===== src/rtl/cc_timer_pkg.sv =====
package cc_timer_pkg;
  parameter int CH_N  = 8;
  parameter int CNT_W = 16;
  parameter int DW    = 16;
  parameter int AW    = 8;
  localparam int CH_IDX_W = $clog2(CH_N);

  localparam logic [AW-1:0] A_SEL   = 8'h80;
  localparam logic [AW-1:0] A_FORCE = 8'h81;
  localparam logic [AW-1:0] A_ACT   = 8'h82;
  localparam logic [AW-1:0] A_FLAG  = 8'h83;
  localparam logic [AW-1:0] A_PORT  = 8'h84;
  localparam logic [AW-1:0] A_DDR   = 8'h85;
  localparam logic [AW-1:0] A_PIN   = 8'h86;
  localparam logic [AW-1:0] A_CNT   = 8'h87;
  localparam logic [AW-1:0] A_CMP   = 8'h88;

  localparam logic [1:0] ACT_NONE = 2'b00;
  localparam logic [1:0] ACT_TOG  = 2'b01;
  localparam logic [1:0] ACT_LOW  = 2'b10;
  localparam logic [1:0] ACT_HIGH = 2'b11;

  typedef enum logic [3:0] {
    RD_ZERO, RD_SEL, RD_ACT, RD_FLAG, RD_PORT, RD_DDR, RD_PIN, RD_CNT, RD_CMP
  } rd_sel_e;

  typedef struct packed {
    logic                wrSel;
    logic                wrForce;
    logic                wrAct;
    logic                wrFlag;
    logic                wrPort;
    logic                wrDdr;
    logic                wrCmp;
    logic [CH_IDX_W-1:0] chIdx;
    rd_sel_e             rdSel;
  } strb_t;
endpackage


===== src/rtl/cc_timer_ctrl.sv =====
module cc_timer_ctrl
  import cc_timer_pkg::*;
#(
  parameter int NUM_CH = CH_N,
  parameter int ADDR_W = AW
) (
  input  logic [ADDR_W-1:0] busAddr,
  input  logic              busWrEn,
  output strb_t             stb
);
  localparam logic [ADDR_W-1:0] CMP_LO = ADDR_W'(A_CMP);
  localparam logic [ADDR_W-1:0] CMP_HI = ADDR_W'(A_CMP) + ADDR_W'(NUM_CH - 1);

  logic inCmp;
  assign inCmp = (busAddr >= CMP_LO) && (busAddr <= CMP_HI);

  always_comb begin
    stb       = '0;
    stb.rdSel = RD_ZERO;
    stb.chIdx = CH_IDX_W'(busAddr - CMP_LO);
    case (busAddr)
      ADDR_W'(A_SEL):   begin stb.rdSel = RD_SEL;  stb.wrSel   = busWrEn; end
      ADDR_W'(A_FORCE): begin stb.rdSel = RD_ZERO; stb.wrForce = busWrEn; end
      ADDR_W'(A_ACT):   begin stb.rdSel = RD_ACT;  stb.wrAct   = busWrEn; end
      ADDR_W'(A_FLAG):  begin stb.rdSel = RD_FLAG; stb.wrFlag  = busWrEn; end
      ADDR_W'(A_PORT):  begin stb.rdSel = RD_PORT; stb.wrPort  = busWrEn; end
      ADDR_W'(A_DDR):   begin stb.rdSel = RD_DDR;  stb.wrDdr   = busWrEn; end
      ADDR_W'(A_PIN):   stb.rdSel = RD_PIN;
      ADDR_W'(A_CNT):   stb.rdSel = RD_CNT;
      default: begin
        if (inCmp) begin
          stb.rdSel = RD_CMP;
          stb.wrCmp = busWrEn;
        end
      end
    endcase
  end
endmodule


===== src/rtl/cc_timer_dp.sv =====
module cc_timer_dp
  import cc_timer_pkg::*;
#(
  parameter int NUM_CH = CH_N,
  parameter int CW     = CNT_W,
  parameter int DATA_W = DW
) (
  input  logic              clk,
  input  logic              rstN,
  input  strb_t             stb,
  input  logic [DATA_W-1:0] wrData,
  input  logic [NUM_CH-1:0] pinIn,
  output logic [NUM_CH-1:0] pinOut,
  output logic [NUM_CH-1:0] pinOe,
  output logic [NUM_CH-1:0] flagVec,
  output logic [DATA_W-1:0] rdData,
  output logic [CW-1:0]     cntVal,
  output logic [NUM_CH-1:0] selBits,
  output logic [2*NUM_CH-1:0] actBits,
  output logic [NUM_CH-1:0] ddrBits
);
  logic [CW-1:0]        cnt;
  logic [NUM_CH-1:0]    selReg, ddrReg, portReg, pinPrev, ownVec;
  logic [2*NUM_CH-1:0]  actReg;
  logic [NUM_CH*CW-1:0] cmpFlat;

  always_ff @(posedge clk or negedge rstN) begin
    if (!rstN) begin
      cnt     <= '0;
      selReg  <= '0;
      ddrReg  <= '0;
      portReg <= '0;
      actReg  <= '0;
      pinPrev <= '0;
    end else begin
      cnt     <= cnt + 1'b1;
      pinPrev <= pinIn;
      if (stb.wrSel)  selReg  <= wrData[NUM_CH-1:0];
      if (stb.wrDdr)  ddrReg  <= wrData[NUM_CH-1:0];
      if (stb.wrPort) portReg <= wrData[NUM_CH-1:0];
      if (stb.wrAct)  actReg  <= wrData[2*NUM_CH-1:0];
    end
  end

  for (genvar i = 0; i < NUM_CH; i++) begin : g_ch
    logic [CW-1:0] cmpR;
    logic          lvlR, flagR, hit, frc, rise;
    logic [1:0]    chAct;

    assign chAct = actReg[2*i +: 2];
    assign hit   = selReg[i] && (cnt == cmpR);
    assign frc   = stb.wrForce && wrData[i] && selReg[i];
    assign rise  = !selReg[i] && pinIn[i] && !pinPrev[i];

    always_ff @(posedge clk or negedge rstN) begin
      if (!rstN) begin
        cmpR  <= '0;
        lvlR  <= 1'b0;
        flagR <= 1'b0;
      end else begin
        if (rise)
          cmpR <= cnt;
        else if (stb.wrCmp && (stb.chIdx == CH_IDX_W'(i)))
          cmpR <= CW'(wrData);
        if (hit || frc) begin
          case (chAct)
            ACT_TOG:  lvlR <= ~lvlR;
            ACT_LOW:  lvlR <= 1'b0;
            ACT_HIGH: lvlR <= 1'b1;
            default:  lvlR <= lvlR;
          endcase
        end
        if (hit || rise)
          flagR <= 1'b1;
        else if (stb.wrFlag && wrData[i])
          flagR <= 1'b0;
      end
    end

    assign ownVec[i]            = selReg[i] && (chAct != ACT_NONE);
    assign pinOe[i]             = ownVec[i] | ddrReg[i];
    assign pinOut[i]            = ownVec[i] ? lvlR : portReg[i];
    assign flagVec[i]           = flagR;
    assign cmpFlat[i*CW +: CW]  = cmpR;
  end

  always_comb begin
    case (stb.rdSel)
      RD_SEL:  rdData = DATA_W'(selReg);
      RD_ACT:  rdData = DATA_W'(actReg);
      RD_FLAG: rdData = DATA_W'(flagVec);
      RD_PORT: rdData = DATA_W'(portReg);
      RD_DDR:  rdData = DATA_W'(ddrReg);
      RD_PIN:  rdData = DATA_W'(pinIn);
      RD_CNT:  rdData = DATA_W'(cnt);
      RD_CMP:  rdData = DATA_W'(cmpFlat[stb.chIdx*CW +: CW]);
      default: rdData = '0;
    endcase
  end

  assign cntVal  = cnt;
  assign selBits = selReg;
  assign actBits = actReg;
  assign ddrBits = ddrReg;
endmodule


===== src/rtl/cc_timer_bank.sv =====
module cc_timer_bank
  import cc_timer_pkg::*;
#(
  parameter int NUM_CH = CH_N,
  parameter int CW     = CNT_W,
  parameter int DATA_W = DW,
  parameter int ADDR_W = AW
) (
  input  logic              clk,
  input  logic              rstN,
  input  logic [ADDR_W-1:0] busAddr,
  input  logic [DATA_W-1:0] busWrData,
  input  logic              busWrEn,
  output logic [DATA_W-1:0] busRdData,
  input  logic [NUM_CH-1:0] pinIn,
  output logic [NUM_CH-1:0] pinOut,
  output logic [NUM_CH-1:0] pinOe,
  output logic [NUM_CH-1:0] chFlag
);
  strb_t                stb;
  logic [CW-1:0]        cntVal;
  logic [NUM_CH-1:0]    selBits, ddrBits;
  logic [2*NUM_CH-1:0]  actBits;

  cc_timer_ctrl #(.NUM_CH(NUM_CH), .ADDR_W(ADDR_W)) u_ctrl (
    .busAddr(busAddr), .busWrEn(busWrEn), .stb(stb)
  );

  cc_timer_dp #(.NUM_CH(NUM_CH), .CW(CW), .DATA_W(DATA_W)) u_dp (
    .clk(clk), .rstN(rstN), .stb(stb), .wrData(busWrData), .pinIn(pinIn),
    .pinOut(pinOut), .pinOe(pinOe), .flagVec(chFlag), .rdData(busRdData),
    .cntVal(cntVal), .selBits(selBits), .actBits(actBits), .ddrBits(ddrBits)
  );
endmodule


===== config.mk =====
export PLATFORM = sky130hd
export DESIGN_NAME = cc_timer_bank
export DESIGN_NICKNAME = d
export VERILOG_FILES = /design/src/rtl/cc_timer_pkg.sv /design/src/rtl/cc_timer_ctrl.sv /design/src/rtl/cc_timer_dp.sv /design/src/rtl/cc_timer_bank.sv
export SDC_FILE = /design/constraint.sdc
export NUM_CORES = 1
export LEC_CHECK = 0
export CAP_MARGIN = 15
export CORE_MARGIN = 2
export CORE_UTILIZATION = 40
export DETAILED_ROUTE_END_ITERATION = 16
export HOLD_SLACK_MARGIN = 0.02
export SETUP_SLACK_MARGIN = 0.05
export SLEW_MARGIN = 30
export SYNTH_ARGS = -nofsm -noshare
export SYNTH_HDL_FRONTEND = slang
export SYNTH_SLANG_ARGS = --single-unit

===== constraint.sdc =====
create_clock -name clk -period 9 [get_ports clk]
set_input_delay 2.25 -clock clk [delete_from_list [all_inputs] [get_ports clk]]
set_output_delay 2.25 -clock clk [all_outputs]
set_load 0.02 [all_outputs]

==> impl_summary.txt, run 1 <==
----------------------------------------------------
[Run status]
  Outcome ... complete, no violations

[Global route]
  First-pass GRT wire length ... 63300 µm
  Number of antenna violations at the first check in global routing ... 0
  Total congestion overflow ... 0
  Global Route Usage Sum ... 25.1%
  Maximum number of pins on one net before global-route repair ... 73
  Number of global-route vias before repair ... 9823

[Floorplanning]
  Initial Utilization ... 40.5%
  # IOs ... 75
  Die span in x ... 182 µm
  Total core area ... 31400 µm²
  Number of rows in the core area ... 65
  Die extent in y ... 182 µm
  Die footprint ... 33200 µm²

[Timing]
  RSZ-0062 raised after global routing ... no
  Worst hold slack ... 0.525 ns
  Final clock skew ... 0.0180 ns
  Final hold violations ... 0
  Max-slew violation count ... 0
  Setup TNS Final ... 0 ns
  Final Setup Violations ... 0
  Final worst path period need ... 7.33 ns
  Highest clock frequency the design can meet ... 136 MHz
  Fraction of the cycle the final worst path needs ... 81.4%
  Worst-case headroom to the max-slew limit ... 25.7%
  Worst slew pin tran ... 1.10 ns
  Minimum setup slack in the final design ... 1.67 ns

[Synth]
  Share of flip-flops with an asynchronous set or reset after synthesis ... 100%
  Sequential share of the synthesized area ... 41.0%
  Leading register cell type out of synthesis ... sky130_fd_sc_hd__dfrtp_1
  Synthesized instance count ... 1266
  Post-synthesis net count ... 1302
  Number of flops mapped to enable cells by yosys ... 0
  Yosys synthesis warning count ... 0
  Seq cells post-synth ... 208
  Mean instance size in the synthesized netlist ... 10.0 µm²
  Count of distinct cell types in the synthesized netlist ... 45
  Post-Syn Area ... 12700 µm²

[Power]
  Design internal power ... 1760 µW
  Sequential share of power ... 44.4%
  Switching portion of total power ... 28.8%
  Power Dens Cells ... 170 nW/µm²
  Part of the power in the clock network ... 39.7%
  Peak supply drop ... 0.000126 V
  Sw power ... 711 µW
  Combinational fraction of design power ... 15.9%
  Total leakage power ... 0.00609 µW
  Final Power ... 2470 µW

[Placed design]
  Final weighted congestion of routability-driven global placement ... 0.876
  Total placed cells including tap cells ... 1654
  # port buffers ... 74
  Place WS ... 1.72 ns
  Half-perimeter wire length after placement ... 28100 µm

[Worst setup path]
  Arrival time of data at the critical path endpoint ... 5.08 ns
  Critical-path top delay cell ... sky130_fd_sc_hd__clkdlybuf4s50_1
  CP dominant cell by count ... sky130_fd_sc_hd__clkdlybuf4s50_1
  Launching point of the worst reg2reg path ... u_dp.cntVal[3]
  Biggest fanout along the worst timing path ... 11
  Kind of capture point of the worst setup path ... primary output
  First element of the critical path ... busAddr[7]
  Largest stage delay on the critical path ... 0.64 ns
  Type of origin of the critical path ... primary input
  Buf/Inv on CP ... 3
  CP Data Required Time ... 6.75 ns
  Crit path max-delay family ... buffers and inverters
  List of cells traversed by the critical path ... clkdlybuf4s50_1, or3b_1, nor3_1, buf_4, and3_1, a22oi_1, o21ai_0, clkdlybuf4s50_1
  Class of the most critical setup path ... primary input to primary output

[Route]
  Vias per cell ... 5.88
  Number of vias in the routed layout ... 9965
  Aggregate routed wire length ... 41800 µm
  Number of antenna-violating nets in the routed design ... 0
  Wire per inst ... 24.7 µm
  DRC violation total after the first TritonRoute iteration ... 1057
  Number of remaining DRC errors ... 0
  Drt pass-1 iters ... 6

[Worst hold path]
  Hold Startpoint ... u_dp.g_ch[3].cmpR[11]
  Path category of the worst min-delay check ... register to register

[CTS]
  Clock latency of the later-clocked register in the worst-skew pair ... 0.54 ns
  Hold-fix buffers, CTS ... 0
  CTS tree ... built
  Clock-pin slew reported for the worst setup and hold paths after clock tree synthesis ... 0.06 ns
  Clock root buffer master ... sky130_fd_sc_hd__clkbuf_16
  Buffer depth of the longest clock path ... 3
  Resized Gates After CTS ... 0
  Number of clock sinks seen by CTS ... 208
  Setup Buffers After CTS ... 0
  Depth of the CTS H-tree ... 1
  Clock buffers created by TritonCTS ... 24

[Layout]
  Share of cells above drive strength 1 ... 13.5%
  Layout Area Growth over Synthesis ... 14.3%
  Final Net Count ... 1314
  Antenna fix cells ... 0
  Post-route non-filler standard cell count ... 1695

[Run]
  Max cap viols ... 0

----------------------------------------------------
[through the flow]
step	instance area (µm²)	util [%]
finish	14500	46.2
global route	14500	46.2
CTS	14500	46.2
detailed placement	13700	43.7
global placement	13700	43.7
floorplan	12700	-
[layout make-up]
class                   instances  area, µm²
fillers                      2965      16900
inverters                      10       37.5
repair buffers                108       1000
clock inverters                 4       22.5
clock buffers                  37        751
flip-flops and latches        208       5200
multi-input cells             926       7000
well taps                     402        503
[cells in the mapped netlist, types with 7 or more instances]
cell type	n	area share, %
sky130_fd_sc_hd__nor2_1	79	2.3
sky130_fd_sc_hd__xor2_1	33	2.3
sky130_fd_sc_hd__buf_2	12	0.47
sky130_fd_sc_hd__mux2i_1	154	12
sky130_fd_sc_hd__a22oi_1	9	0.53
sky130_fd_sc_hd__buf_4	8	0.47
sky130_fd_sc_hd__nor3b_1	8	0.47
sky130_fd_sc_hd__o21ai_0	84	3.3
sky130_fd_sc_hd__mux4_2	30	5.3
sky130_fd_sc_hd__buf_1	26	0.77
sky130_fd_sc_hd__mux2_2	50	4.4
sky130_fd_sc_hd__nor4_1	10	0.49
sky130_fd_sc_hd__a21oi_1	65	2.6
sky130_fd_sc_hd__a221oi_1	11	0.76
sky130_fd_sc_hd__clkbuf_1	71	2.1
sky130_fd_sc_hd__or3_1	7	0.34
sky130_fd_sc_hd__and3_1	19	0.94
sky130_fd_sc_hd__a211o_1	14	0.97
sky130_fd_sc_hd__nand3_1	28	1.1
sky130_fd_sc_hd__xnor2_1	110	7.6
sky130_fd_sc_hd__nand2_1	112	3.3
sky130_fd_sc_hd__inv_1	10	0.30
sky130_fd_sc_hd__nor3_1	9	0.35
sky130_fd_sc_hd__dfrtp_1	208	41
sky130_fd_sc_hd__nand2b_1	10	0.49
sky130_fd_sc_hd__o21ai_1	20	0.79
sky130_fd_sc_hd__nand4_1	19	0.94
sky130_fd_sc_hd__a221o_1	9	0.71
sky130_fd_sc_hd__a21boi_0	7	0.41
[worst paths after layout]
| check | slack, ns | depth (start not counted) | endpoint |
|---|---|---|---|
| setup / recovery | 1.67 | 8 | busRdData[13] |
| hold / removal | 0.52 | 2 | u_dp.g_ch[3].cmpR[11] |
| max in group asynchronous | 6.21 | 2 | u_dp.g_ch[4].cmpR[9] |
| min in group asynchronous | 1.66 | 1 | u_dp.pinPrev[0] |
| hold reg to reg | 0.52 | 2 | u_dp.g_ch[3].cmpR[11] |
| setup reg to reg | 6.26 | 5 | u_dp.g_ch[7].lvlR |
[per-layer routing]
metal | vias to the layer above | track usage (%) | wire [µm] | part of all wire (%)
met5 | - | 0 | 0 | 0
met4 | 0 | 6.65 | 1130 | 2.7
met3 | 72 | 4.75 | 2950 | 7.1
met2 | 419 | 37.8 | 18300 | 44
met1 | 4969 | 37.1 | 19400 | 46
li1 | 4505 | - | - | -
[cells by family (layout without fill, tap and decap cells)]
logic type / after synthesis / in the layout / synth area share, %
flip-flops: 208 / 208 / 41.0
adder cells (fa/ha/maj): 1 / 1 / 0.0985
AO/OA/AOI/OAI: 234 / 234 / 11.0
AND/OR/NAND/NOR: 314 / 314 / 11.6
XOR/XNOR: 143 / 143 / 9.86
buffers and inverters: 132 / 159 / 4.58
multiplexers: 234 / 234 / 21.9
[registers in the layout, indices dropped and copies added, names as in the netlist]
register         flops
u_dp.actBits        16
u_dp.cntVal         16
u_dp.ddrBits         8
u_dp.g_ch.cmpR     128
u_dp.g_ch.flagR      8
u_dp.g_ch.lvlR       8
u_dp.pinPrev         8
u_dp.portReg         8
u_dp.selBits         8
[tightest hold or removal path, stage by stage (launching register included)]
cell and delay [ns]:
sky130_fd_sc_hd__dfrtp_1 0.37, sky130_fd_sc_hd__nand2_1 0.06, sky130_fd_sc_hd__o21ai_0 0.06
[layout by cell type, fill, tap and decap left out, types with 9 or more instances in the layout]
cell,Yosys,routed
sky130_fd_sc_hd__clkdlybuf4s50_1,0,70
sky130_fd_sc_hd__nand2_1,112,112
sky130_fd_sc_hd__o21ai_1,20,20
sky130_fd_sc_hd__nand3_1,28,27
sky130_fd_sc_hd__mux2_2,50,50
sky130_fd_sc_hd__xnor2_1,110,110
sky130_fd_sc_hd__nand4_1,19,19
sky130_fd_sc_hd__dfrtp_1,208,208
sky130_fd_sc_hd__and3_1,19,19
sky130_fd_sc_hd__nand2b_1,10,10
sky130_fd_sc_hd__buf_4,8,32
sky130_fd_sc_hd__o21ai_0,84,84
sky130_fd_sc_hd__a221oi_1,11,11
sky130_fd_sc_hd__mux4_2,30,30
sky130_fd_sc_hd__mux2i_1,154,154
sky130_fd_sc_hd__clkbuf_16,0,25
sky130_fd_sc_hd__a221o_1,9,9
sky130_fd_sc_hd__a21oi_1,65,65
sky130_fd_sc_hd__nor2_1,79,79
sky130_fd_sc_hd__nor4_1,10,9
sky130_fd_sc_hd__a22oi_1,9,9
sky130_fd_sc_hd__a211o_1,14,14
sky130_fd_sc_hd__inv_1,10,10
sky130_fd_sc_hd__xor2_1,33,33
[power by group through the flow]
stage               combinational [µW]  clock (µW)  sequential (µW)
floorplan                          259           0             1080
global placement                   382           0             1110
detailed placement                 387           0             1110
CTS                                389         985             1090
global route                       425        1020             1100
finish                             392         980             1100
Note: power is estimated with default switching activity, not from simulation.
==> run 2: changes to the inputs <==
==> constraint.sdc (replaced) <==
create_clock -name clk -period 7.35 [get_ports clk]
set_input_delay 1.8375 -clock clk [delete_from_list [all_inputs] [get_ports clk]]
set_output_delay 1.8375 -clock clk [all_outputs]
set_load 0.02 [all_outputs]
==> run 2 against run 1 <==
  * First-iteration DRC count is 10% lower
  * Hold slack better by 0.0019 ns
  * Sequential cell count did not move
  * Design area grew 0.67%
  * Sequential power up 23%
  * Wire length is 1.6% higher
  * Register-to-register slack lost 1.3 ns
  * Largest power group unchanged
  * Critical path depth is 1 lower
  * Clock skew shrank 0.0097 ns
  * Largest cell class unchanged
  * Final cell count is 0.59% higher
  * Utilization grew 0.31 points
  * Die area unchanged
==> impl_summary.txt, run 2 (synthesized netlist as in run 1, its figures left out) <==
----------------------------------------------------
[Power]
  Part of the power in the clock network ... 40.6%
  Sequential share of power ... 43.7%
  Switching portion of total power ... 28.8%
  Sw power ... 886 µW
  Peak supply drop ... 0.000161 V
  Design internal power ... 2200 µW
  Total leakage power ... 0.00615 µW
  Combinational fraction of design power ... 15.7%
  Power Dens Cells ... 211 nW/µm²
  Final Power ... 3080 µW

[Worst setup path]
  CP Data Required Time ... 5.51 ns
  Kind of capture point of the worst setup path ... primary output
  Buf/Inv on CP ... 2
  Crit path max-delay family ... simple AND/OR/NAND/NOR gates
  Arrival time of data at the critical path endpoint ... 4.51 ns
  List of cells traversed by the critical path ... clkdlybuf4s50_1, or3b_1, nor3_1, and3_1, a22oi_1, o21ai_0, clkdlybuf4s50_1
  Critical-path top delay cell ... sky130_fd_sc_hd__clkdlybuf4s50_1
  Biggest fanout along the worst timing path ... 8
  Type of origin of the critical path ... primary input
  Largest stage delay on the critical path ... 0.64 ns
  CP dominant cell by count ... sky130_fd_sc_hd__clkdlybuf4s50_1
  Class of the most critical setup path ... primary input to primary output

[Timing]
  Final hold violations ... 0
  Final clock skew ... 0.00828 ns
  RSZ-0062 raised after global routing ... no
  Final Setup Violations ... 0
  Worst slew pin tran ... 1.09 ns
  Worst-case headroom to the max-slew limit ... 26.7%
  Highest clock frequency the design can meet ... 157 MHz
  Worst hold slack ... 0.527 ns
  Fraction of the cycle the final worst path needs ... 86.4%
  Max-slew violation count ... 0
  Setup TNS Final ... 0 ns
  Final worst path period need ... 6.35 ns

[Placed design]
  Placement Cell Area ... 13800 µm²
  Half-perimeter wire length after placement ... 28600 µm
  # port buffers ... 74
  Final weighted congestion of routability-driven global placement ... 0.867

[Route]
  Number of antenna-violating nets in the routed design ... 0
  Number of vias in the routed layout ... 10.2k
  Top routing layer in use ... met5
  Number of remaining DRC errors ... 0
  Met1 Wirelength ... 19400 µm
  Vias per cell ... 5.97
  Routed wire length on met3 ... 3370 µm
  DRC violation total after the first TritonRoute iteration ... 950
  Wire per inst ... 24.9 µm
  Drt pass-1 iters ... 5
  Aggregate routed wire length ... 42400 µm
  WL met2 ... 18400 µm

[Layout]
  Leading cell type in the layout, fill and taps excluded ... sky130_fd_sc_hd__dfrtp_1
  Most flop-heavy register ... u_dp.g_ch.cmpR
  Share of cells above drive strength 1 ... 14.1%
  Layout Area Growth over Synthesis ... 15.0%
  Number of flip-flops in the largest register ... 128
  Number of filler instances in the final layout ... 2937
  Sequential cell area ... 5200 µm²
  Final std cell area, no fill ... 14600 µm²
  Final Net Count ... 1323
  Final design utilization ... 46.5%
  Area of combinational cells with multiple inputs ... 7000 µm²
  Commonest non-fill, non-tap cells in the layout ... sky130_fd_sc_hd__dfrtp_1 (208), sky130_fd_sc_hd__mux2i_1 (154), sky130_fd_sc_hd__nand2_1 (112)

[CTS]
  Clock latency of the later-clocked register in the worst-skew pair ... 0.53 ns
  Hold-fix buffers, CTS ... 0
  Resized Gates After CTS ... 0
  Depth of the CTS H-tree ... 1
  Clock buffers created by TritonCTS ... 26
  Buffer depth of the longest clock path ... 3
  Clock root buffer master ... sky130_fd_sc_hd__clkbuf_16
  Clock-pin slew reported for the worst setup and hold paths after clock tree synthesis ... 0.05 ns
  Number of clock sinks seen by CTS ... 208
  Setup Buffers After CTS ... 0
  CTS tree ... built

[Global route]
  First-pass GRT wire length ... 64100 µm
  Number of global-route vias before repair ... 9740
  Number of antenna violations at the first check in global routing ... 2
  Total congestion overflow ... 0
  Maximum number of pins on one net before global-route repair ... 79
  Global Route Usage Sum ... 25.4%

[Floorplanning]
  Total core area ... 31400 µm²
  # IOs ... 75
  Die span in x ... 182 µm
  Die extent in y ... 182 µm
  Die footprint ... 33200 µm²
  Number of rows in the core area ... 65
  Initial Utilization ... 40.5%

[Run]
  Max cap viols ... 0

[Run status]
  Outcome ... complete, no violations

[Worst hold path]
  Path category of the worst min-delay check ... register to register

----------------------------------------------------
[run 2: cell count changes in the layout (fill, tap and decap cells not counted), sizes merged]
cell / change
buf: +7
clkinv: +2
bufinv: +1
clkinvlp: -1
diode: +1
[run 2: layout make-up]
class	instances	area share, %
clock inverter	6	0.377
tap	402	3.44
multi-input combinational	926	47.9
sequential	208	35.6
antenna	1	0.0171
clock buffer	37	5.15
inverter	10	0.257
timing repair buffer	115	7.24
[run 2: power by group through the flow]
stage | logic [µW] | registers (µW) | clock network [µW]
after floorplan | 318 | 1320 | 0
after global placement | 468 | 1360 | 0
after detailed placement | 477 | 1360 | 0
after CTS | 480 | 1340 | 1270
after global routing | 522 | 1360 | 1310
final | 483 | 1350 | 1250
[run 2: layer usage]
metal / vias to the layer above / GRT usage [%]
met2: 468 / 37.7
li1: 4528 / -
met5: - / 0
met1: 5106 / 37.9
met4: 2 / 7.65
met3: 72 / 4.43
[run 2: path summary, 6_finish.rpt]
check,startpoint,to,slack (ns),cells past startpoint
max in group asynchronous,rstN,u_dp.g_ch[4].cmpR[10],4.76,2
worst max register to register,u_dp.cntVal[13],u_dp.g_ch[0].lvlR,4.97,6
worst min-delay path,u_dp.g_ch[5].cmpR[8],u_dp.g_ch[5].cmpR[8],0.53,2
worst min register to register,u_dp.g_ch[5].cmpR[8],u_dp.g_ch[5].cmpR[8],0.53,2
worst max-delay path,busAddr[7],busRdData[8],1.0,7
min in group asynchronous,rstN,u_dp.pinPrev[0],1.29,1
[run 2: per-stage QoR]
step / setup WS, ns / std cells
2_1_floorplan: 1.91 / 1266
3_3_place_gp: 1.04 / 1660
3_5_place_dp: 1.03 / 1661
4_1_cts: 1.03 / 1704
5_1_grt: 0.861 / 1704
6_report: 0.999 / 1705
[run 2: tightest hold or removal path, cell delays in order, from the launching register on]
cell and delay [ns]:
sky130_fd_sc_hd__dfrtp_1 0.37, sky130_fd_sc_hd__nand2_1 0.05, sky130_fd_sc_hd__o21ai_0 0.06
==> run 3: changes to the inputs <==
--- a/config.mk
+++ b/config.mk
@@ -6,10 +6,14 @@
 export NUM_CORES = 1
 export LEC_CHECK = 0
 export CAP_MARGIN = 15
+export CELL_PAD_IN_SITES_DETAIL_PLACEMENT = 0
+export CELL_PAD_IN_SITES_GLOBAL_PLACEMENT = 2
 export CORE_MARGIN = 2
 export CORE_UTILIZATION = 40
 export DETAILED_ROUTE_END_ITERATION = 16
+export GPL_TIMING_DRIVEN = 1
 export HOLD_SLACK_MARGIN = 0.02
+export PLACE_DENSITY_LB_ADDON = 0.1
 export SETUP_SLACK_MARGIN = 0.05
 export SLEW_MARGIN = 30
 export SYNTH_ARGS = -nofsm -noshare
==> run 3 against run 2 <==
  * First-iteration DRC count down 19%
  * Critical path depth unchanged
  * Wire length is 6.3% higher
  * Final cell count is 0.12% lower
  * Sequential power about the same
  * Critical endpoint is now busRdData[5]
==> impl_summary.txt, run 3 (synthesized netlist as in run 1, its figures left out) <==
----------------------------------------------------
[Worst setup path]
  Type of origin of the critical path ... primary input
  Largest stage delay on the critical path ... 0.68 ns
  Class of the most critical setup path ... primary input to primary output
  List of cells traversed by the critical path ... buf_2, inv_1, buf_4, a221oi_1, a21oi_1, a221o_1, clkdlybuf4s50_1
  CP Data Required Time ... 5.51 ns
  Kind of capture point of the worst setup path ... primary output
  Critical-path top delay cell ... sky130_fd_sc_hd__buf_2
  Biggest fanout along the worst timing path ... 31
  Arrival time of data at the critical path endpoint ... 4.60 ns

[Layout]
  Most flop-heavy register ... u_dp.g_ch.cmpR
  Final Net Count ... 1321
  Number of flip-flops in the largest register ... 128
  Final design utilization ... 46.5%
  Area of combinational cells with multiple inputs ... 7010 µm²
  Antenna fix cells ... 0
  Share of cells above drive strength 1 ... 13.8%
  Post-route non-filler standard cell count ... 1703
  Number of filler instances in the final layout ... 3074
  Sequential cell area ... 5200 µm²
  Commonest non-fill, non-tap cells in the layout ... sky130_fd_sc_hd__dfrtp_1 (208), sky130_fd_sc_hd__mux2i_1 (154), sky130_fd_sc_hd__nand2_1 (112)
  Layout Area Growth over Synthesis ... 14.8%
  Leading cell type in the layout, fill and taps excluded ... sky130_fd_sc_hd__dfrtp_1

[Route]
  Number of vias in the routed layout ... 9808
  Aggregate routed wire length ... 45100 µm
  Vias per cell ... 5.76
  Drt pass-1 iters ... 5
  DRC violation total after the first TritonRoute iteration ... 771
  Number of remaining DRC errors ... 0
  Wire per inst ... 26.5 µm
  Number of antenna-violating nets in the routed design ... 0

[CTS]
  Number of clock sinks seen by CTS ... 208
  Buffer depth of the longest clock path ... 3
  Hold-fix buffers, CTS ... 0
  Clock-pin slew reported for the worst setup and hold paths after clock tree synthesis ... 0.05 ns
  Clock root buffer master ... sky130_fd_sc_hd__clkbuf_16
  Resized Gates After CTS ... 0
  Clock latency of the later-clocked register in the worst-skew pair ... 0.54 ns
  Depth of the CTS H-tree ... 1
  Setup Buffers After CTS ... 0
  Clock buffers created by TritonCTS ... 27
  CTS tree ... built

[Global route]
  Maximum number of pins on one net before global-route repair ... 102
  Number of antenna violations at the first check in global routing ... 1
  Number of global-route vias before repair ... 9608
  First-pass GRT wire length ... 67500 µm
  Global Route Usage Sum ... 27.4%
  Total congestion overflow ... 0

[Power]
  Combinational fraction of design power ... 15.8%
  Sw power ... 895 µW
  Total leakage power ... 0.00612 µW
  Sequential share of power ... 43.7%
  Switching portion of total power ... 29.1%
  Peak supply drop ... 0.000165 V
  Power Dens Cells ... 211 nW/µm²
  Design internal power ... 2180 µW
  Part of the power in the clock network ... 40.4%

[Floorplanning]
  Initial Utilization ... 40.5%
  Die footprint ... 33200 µm²
  Die span in x ... 182 µm
  Total core area ... 31400 µm²
  Number of rows in the core area ... 65
  # IOs ... 75
  Die extent in y ... 182 µm

[Timing]
  Setup TNS Final ... 0 ns
  Final hold violations ... 0
  Final Setup Violations ... 0
  Worst slew pin tran ... 1.01 ns
  Fraction of the cycle the final worst path needs ... 87.6%
  RSZ-0062 raised after global routing ... no
  Final worst path period need ... 6.44 ns
  Final clock skew ... 0.0143 ns
  Worst-case headroom to the max-slew limit ... 32.5%
  Max-slew violation count ... 0
  Highest clock frequency the design can meet ... 155 MHz

[Run status]
  Outcome ... complete, no violations

[Worst hold path]
  Path category of the worst min-delay check ... register to register

[Placed design]
  # port buffers ... 74
  Final weighted congestion of routability-driven global placement ... 0.806
  Total placed cells including tap cells ... 1658
  Half-perimeter wire length after placement ... 30700 µm

[Run]
  Max cap viols ... 0

----------------------------------------------------
## run 3: layout make-up
| cell class | count | area share (%) |
|---|---|---|
| clock buffer | 41 | 5.40 |
| sequential | 208 | 35.7 |
| tap | 402 | 3.45 |
| inverter | 10 | 0.257 |
| multi-input combinational | 926 | 48.1 |
| timing repair buffer | 112 | 7.01 |
| clock inverter | 4 | 0.137 |
## run 3: through the flow
stage	setup slack (ns)	total power [µW]	cell area, µm²	hold WS [ns]
2_1_floorplan	1.91	1640	12700	0.478
4_1_cts	0.917	3110	14600	0.526
3_3_place_gp	0.924	1850	13700	0.508
3_5_place_dp	0.923	1850	13800	0.513
5_1_grt	0.863	3210	14600	0.548
6_report	0.908	3080	14600	0.522
## run 3: final timing paths
path,start,end,slack (ns),depth (start not counted)
max,busAddr[1],busRdData[5],0.91,7
max in group asynchronous,rstN,u_dp.g_ch[5].cmpR[10],4.67,2
max reg2reg,u_dp.cntVal[6],u_dp.g_ch[2].lvlR,4.77,5
min reg2reg,u_dp.g_ch[0].lvlR,u_dp.g_ch[0].lvlR,0.52,2
min in group asynchronous,rstN,u_dp.actBits[3],1.35,1
min,u_dp.g_ch[0].lvlR,u_dp.g_ch[0].lvlR,0.52,2
## run 3: critical path, delay by kind of cell
kind | cells | cell delay, ns
AO/OA/AOI/OAI | 3 | 0.82
buffers and inverters | 4 | 1.91
## run 3: power by group through the flow
stage	clock [µW]	combinational (µW)	sequential [µW]
6_report	1250	487	1350
5_1_grt	1320	532	1360
4_1_cts	1270	488	1350
3_5_place_dp	0	486	1370
3_3_place_gp	0	480	1370
2_1_floorplan	0	318	1320
## run 3: routing by layer
layer,vias to the layer above,global-route usage (%),part of all wire (%)
met3,65,3.97,5.0
li1,4528,-,-
met4,0,7.23,2.7
met1,4924,40.1,47
met5,-,0,0
met2,291,42.7,45
